<file path="config.mk">
export PLATFORM = sky130hd
export DESIGN_NAME = cf_irq_ctrl
export DESIGN_NICKNAME = d
export VERILOG_FILES = /design/src/rtl/cf_irq_pkg.sv /design/src/rtl/irq_local_bank.sv /design/src/rtl/irq_global_bank.sv /design/src/rtl/cf_irq_ctrl.sv
export SDC_FILE = /design/constraint.sdc
export NUM_CORES = 1
export LEC_CHECK = 0
export ABC_AREA = 1
export ABC_CLOCK_PERIOD_IN_PS = 2000
export BUFFER_PORTS_ARGS = -buffer_cell sky130_fd_sc_hd__buf_4
export CORE_ASPECT_RATIO = 0.75
export CORE_MARGIN = 3
export CORE_UTILIZATION = 46
export CTS_CLUSTER_SIZE = 25
export DETAILED_ROUTE_END_ITERATION = 8
export PLACE_DENSITY = 0.84
export SYNTH_ARGS = -nofsm -noshare
export SYNTH_HDL_FRONTEND = slang
export SYNTH_SLANG_ARGS = --single-unit
export TNS_END_PERCENT = 50
</file>
<file path="constraint.sdc">
create_clock -name clk_i -period 2 [get_ports clk_i]
set_input_delay 0.4 -clock clk_i [delete_from_list [all_inputs] [get_ports clk_i]]
set_output_delay 0.4 -clock clk_i [all_outputs]
set_load 0.02 [all_outputs]
</file>
<file path="src/rtl/cf_irq_pkg.sv">
package cf_irq_pkg;
  localparam int unsigned ADDR_W = 3;
  localparam int unsigned GLB_W  = 2;
  localparam int unsigned GBIT_CARD = 0;
  localparam int unsigned GBIT_SIB  = 1;

  localparam logic [ADDR_W-1:0] ADR_LSTAT = 3'd0;
  localparam logic [ADDR_W-1:0] ADR_LEN   = 3'd1;
  localparam logic [ADDR_W-1:0] ADR_GSTAT = 3'd2;
  localparam logic [ADDR_W-1:0] ADR_GSEN  = 3'd3;
  localparam logic [ADDR_W-1:0] ADR_GSIG  = 3'd4;
endpackage

</file>
<file path="src/rtl/irq_local_bank.sv">
module irq_local_bank #(
  parameter int unsigned W = 12,
  parameter logic [W-1:0] MASK = 12'hF0F
) (
  input  logic         clk_i,
  input  logic         rst_ni,
  input  logic [W-1:0] evt_i,
  input  logic [W-1:0] clr_i,
  input  logic         en_we_i,
  input  logic [W-1:0] en_wdata_i,
  output logic [W-1:0] stat_o,
  output logic [W-1:0] en_o,
  output logic         pend_o
);
  logic [W-1:0] stat_q, en_q;
  logic unused_bits;
  assign unused_bits = ^((evt_i | clr_i | en_wdata_i) & ~MASK);

  for (genvar b = 0; b < W; b++) begin : g_bit
    if (MASK[b]) begin : g_impl
      always_ff @(posedge clk_i or negedge rst_ni) begin
        if (!rst_ni) begin
          stat_q[b] <= 1'b0;
          en_q[b]   <= 1'b0;
        end else begin
          stat_q[b] <= (stat_q[b] & ~clr_i[b]) | evt_i[b];  // set wins
          if (en_we_i) en_q[b] <= en_wdata_i[b];
        end
      end

      p_set_wins_r2: assert property (@(posedge clk_i) disable iff (!rst_ni)
        evt_i[b] |=> stat_q[b]);
      p_w1c_r3: assert property (@(posedge clk_i) disable iff (!rst_ni)
        (clr_i[b] && !evt_i[b]) |=> !stat_q[b]);
      p_hold_r3: assert property (@(posedge clk_i) disable iff (!rst_ni)
        (stat_q[b] && !clr_i[b]) |=> stat_q[b]);
    end else begin : g_none
      assign stat_q[b] = 1'b0;
      assign en_q[b]   = 1'b0;
    end
  end

  assign stat_o = stat_q;
  assign en_o   = en_q;
  assign pend_o = |(stat_q & en_q);
endmodule

</file>
<file path="src/rtl/irq_global_bank.sv">
module irq_global_bank
  import cf_irq_pkg::*;
#(
  parameter int unsigned GW = GLB_W
) (
  input  logic          clk_i,
  input  logic          rst_ni,
  input  logic [GW-1:0] req_i,
  input  logic [GW-1:0] clr_i,
  input  logic          sen_we_i,
  input  logic          sig_we_i,
  input  logic [GW-1:0] wdata_i,
  output logic [GW-1:0] stat_o,
  output logic [GW-1:0] sen_o,
  output logic [GW-1:0] sig_o,
  output logic          irq_o
);
  logic [GW-1:0] stat_q, sen_q, sig_q;
  logic          irq_q;

  always_ff @(posedge clk_i or negedge rst_ni) begin
    if (!rst_ni) begin
      stat_q <= '0;
      sen_q  <= '0;
      sig_q  <= '0;
      irq_q  <= 1'b0;
    end else begin
      stat_q <= (stat_q & ~clr_i) | (req_i & sen_q);
      if (sen_we_i) sen_q <= wdata_i;
      if (sig_we_i) sig_q <= wdata_i;
      irq_q <= |(stat_q & sig_q);
    end
  end

  assign stat_o = stat_q;
  assign sen_o  = sen_q;
  assign sig_o  = sig_q;
  assign irq_o  = irq_q;

  for (genvar g = 0; g < GW; g++) begin : g_chk
    p_latch_r5_r6: assert property (@(posedge clk_i) disable iff (!rst_ni)
      (req_i[g] && sen_q[g]) |=> stat_q[g]);
    p_gate_r9: assert property (@(posedge clk_i) disable iff (!rst_ni)
      (!sen_q[g] && !stat_q[g]) |=> !stat_q[g]);
    p_keep_r9: assert property (@(posedge clk_i) disable iff (!rst_ni)
      (stat_q[g] && !clr_i[g]) |=> stat_q[g]);
  end

  p_irq_hi_r7: assert property (@(posedge clk_i) disable iff (!rst_ni)
    (|(stat_q & sig_q)) |=> irq_q);
  p_irq_lo_r7: assert property (@(posedge clk_i) disable iff (!rst_ni)
    !(|(stat_q & sig_q)) |=> !irq_q);
endmodule

</file>
<file path="src/rtl/cf_irq_ctrl.sv">
module cf_irq_ctrl
  import cf_irq_pkg::*;
#(
  parameter int unsigned      DATA_W   = 32,
  parameter int unsigned      LOC_W    = 12,
  parameter logic [LOC_W-1:0] LOC_MASK = 12'hF0F
) (
  input  logic              clk_i,
  input  logic              rst_ni,
  input  logic              reg_we_i,
  input  logic [ADDR_W-1:0] reg_addr_i,
  input  logic [DATA_W-1:0] reg_wdata_i,
  output logic [DATA_W-1:0] reg_rdata_o,
  input  logic [LOC_W-1:0]  src_evt_i,
  input  logic              sib_req_i,
  output logic              irq_o
);
  logic [LOC_W-1:0] lstat, len, lclr;
  logic             lpend;
  logic [GLB_W-1:0] gstat, gsen, gsig, gclr, greq;
  logic             unused_wdata;

  assign unused_wdata = ^reg_wdata_i[DATA_W-1:LOC_W];

  assign lclr = (reg_we_i && reg_addr_i == ADR_LSTAT) ? reg_wdata_i[LOC_W-1:0] : '0;
  assign gclr = (reg_we_i && reg_addr_i == ADR_GSTAT) ? reg_wdata_i[GLB_W-1:0] : '0;

  irq_local_bank #(.W(LOC_W), .MASK(LOC_MASK)) u_local (
    .clk_i      (clk_i),
    .rst_ni     (rst_ni),
    .evt_i      (src_evt_i),
    .clr_i      (lclr),
    .en_we_i    (reg_we_i && reg_addr_i == ADR_LEN),
    .en_wdata_i (reg_wdata_i[LOC_W-1:0]),
    .stat_o     (lstat),
    .en_o       (len),
    .pend_o     (lpend)
  );

  always_comb begin
    greq = '0;
    greq[GBIT_CARD] = lpend;
    greq[GBIT_SIB]  = sib_req_i;
  end

  irq_global_bank #(.GW(GLB_W)) u_global (
    .clk_i    (clk_i),
    .rst_ni   (rst_ni),
    .req_i    (greq),
    .clr_i    (gclr),
    .sen_we_i (reg_we_i && reg_addr_i == ADR_GSEN),
    .sig_we_i (reg_we_i && reg_addr_i == ADR_GSIG),
    .wdata_i  (reg_wdata_i[GLB_W-1:0]),
    .stat_o   (gstat),
    .sen_o    (gsen),
    .sig_o    (gsig),
    .irq_o    (irq_o)
  );

  always_comb begin
    reg_rdata_o = '0;
    case (reg_addr_i)
      ADR_LSTAT: reg_rdata_o[LOC_W-1:0] = lstat;
      ADR_LEN:   reg_rdata_o[LOC_W-1:0] = len;
      ADR_GSTAT: reg_rdata_o[GLB_W-1:0] = gstat;
      ADR_GSEN:  reg_rdata_o[GLB_W-1:0] = gsen;
      ADR_GSIG:  reg_rdata_o[GLB_W-1:0] = gsig;
      default:   reg_rdata_o = '0;
    endcase
  end

  p_card_r5: assert property (@(posedge clk_i) disable iff (!rst_ni)
    (|(lstat & len) && gsen[GBIT_CARD]) |=> gstat[GBIT_CARD]);
endmodule

</file>
==> flow_summary.ini <==
[status]
status = finished clean

[synth]
synth.most_common_cell = nand2_1
synth_area_leaders = dfrtp_1, nand2_1, buf_4
synth_top_area_cell = dfrtp_1
synth_warnings = 0
ys_seq_area_frac = 0.413
synth-seq-cells = 23
syn_area_um2 = 1390
synth_common_cells = nand2_1, buf_4, dfrtp_1, nand3_1, inv_1
synthArstFlopShare = 1.00
netlist.area_leader.share = 0.413
synthFlopType = dfrtp_1
synthDistinctLibCells = 17
avgSynthCellArea_um2 = 7.18
synth_edf_count = 0
synthCells = 194

[clocking]
path_clk_slew_ns = 0.08
cts_hold_buf = 0
cts_made_buffers = 3
cts_tree = built
clock_latency_ns = 0.27
cts_root_buf = clkbuf_8
clkSinkCount = 23
cts_resized = 0
cts_buffer_depth = 2
post-cts-setup-buffers = 0
htreeDepth = 1

[sta]
period_minus_slack_ns = 1.76
slew_viol_final = 0
rsz0062_at_grt = false
holdWs_ns = 0.0125
fin_skew_ns = 0.00314
setup_viol = 0
fin_tns_setup_ns = 0
clock.fmax_mhz = 567
hold_viol = 0
fin_crit_sh = 0.882

[floorplan]
die_h_um = 53.7
dieWidth_um = 69.6
fp.dieArea_um2 = 3730
initial_core_util = 0.508
core_um2 = 2740
fp-row-count = 16
num_io_pins = 84

[global_routing]
grt_pass1_wl_mm = 4.51
gr-usage-all-layers = 0.158
grt_max_degree = 24
overflow = 0
grt_pass1_vias = 985
antenna_found_initial = 0

[detailed_routing]
vias = 1201
post_drt_wl_per_cell_um = 10.7
drtAntennaViolNets = 0
dr.pass1.iters = 4
drt-initial-drc-count = 73
drc = 0
routed_wl_mm = 2.80
vias_per_cell = 4.58

[worst_setup_path]
critPathLaunchType = input pin
reg2reg_from = u_local.stat_o[0]
critical_path.max_stage_delay_ns = 0.38
startpoint = reg_addr_i[0]
worstSetupEndpointType = output port
cp_data_arrival_time_ns = 1.36
path_cells = buf_4 > inv_2 > nor3_4 > nand2_1 > nand2_1 > buf_4
reg2reg_depth = 6
crit_type = input pin to output port
slowest_stage = nor3_4
required_ns = 1.60
crit_fanout = 13

[power]
pwr-share-seq = 0.495
comb_power_share = 0.254
power_density_nw_per_um2 = 712
clock_power_share = 0.251
sw_frac_of_total = 0.326
power_leakage_nw = 0.935
ir_worst_vdd_mv = 0.485
switchingPower_mw = 0.376
p_int_mw = 0.777

[final_layout]
fin_nets = 278
drive_gt1_frac = 0.195
antenna_cells = 0
area_growth_syn_to_layout_pct = 16.1

[place]
io_buffers = 31
gp_congestion = 0.863
hpwlAfterDp_mm = 2.16

[hold_path]
hold_class = input pin to async pin

[job]
maxCapViolCount = 0
-- layer usage --
metal	global-route usage	wire length (um)	up-vias
met1	0.207	1290	540
met4	0.0519	6	0
li1	-	-	618
met5	0	0	-
met3	0.0578	220	2
met2	0.244	1280	41
-- logic make-up after synthesis --
kind of cell / count (synthesis) / synth area share
buf+inv: 44 / 0.188
other cells: 1 / 0.00269
compound gates: 7 / 0.0278
simple gates: 119 / 0.369
flops: 23 / 0.413
-- power by group through the flow --
stage	Combinational, mW	Clock, mW	Sequential (mW)
after floorplan	0.219	0	0.578
after detailed placement	0.295	0	0.580
after global routing	0.331	0.325	0.580
final	0.293	0.289	0.570
after global placement	0.290	0	0.578
after CTS	0.296	0.297	0.570
-- flip-flops by register name (all words and copies together) (netlist names) --
signal           count
u_local.stat_o       8
u_global.irq_o       1
u_global.sen_o       2
u_local.en_o         8
u_global.sig_o       2
u_global.stat_o      2
-- path summary, 6_finish.rpt --
check / end / slack (ns)
max: reg_rdata_o[3] / 0.24
min: u_local.stat_o[9] / 0.01
max reg2reg: u_global.stat_o[0] / 1.10
min reg2reg: u_local.en_o[10] / 0.50
max in group asynchronous: u_global.sig_o[1] / 1.76
min in group clk_i: u_local.stat_o[8] / 0.31
-- worst max-delay path, delay by kind of cell --
family,cells,cell delay [ns]
buffers and inverters,3,0.39
AND/OR/NAND/NOR,3,0.56
-- stage by stage --
stage | setup slack [ns] | instances | utilization | power (mW) | instance area (um2)
after floorplan | 0.443 | 217 | - | 0.796 | 1480
after global placement | 0.259 | 258 | 0.573 | 0.868 | 1570
after detailed placement | 0.245 | 258 | 0.573 | 0.874 | 1570
after CTS | 0.244 | 262 | 0.590 | 1.16 | 1620
after global routing | 0.142 | 262 | 0.590 | 1.24 | 1620
final | 0.235 | 262 | 0.590 | 1.15 | 1620
-- final cells by class --
type | count | area [um2]
multi-input cells | 150 | 643
flip-flops and latches | 23 | 576
repair buffers | 33 | 248
well taps | 36 | 45.0
fillers | 288 | 1120
clock buffers | 3 | 41.3
clock inverters | 1 | 5.00
inverters | 16 | 60.1
-- placed cells by master, fill, tap and decap left out --
master	n
dfrtp_1	23
nor2_2	1
a22o_1	1
nand4_1	4
nand2_2	1
inv_1	14
buf_4	33
o21ai_0	6
clkinv_2	1
nand2_1	83
nand3_1	20
nor3_4	1
inv_2	2
nor2_4	2
conb_1	24
clkbuf_8	3
nor2_1	7
Power figures use the tool's default switching activity.
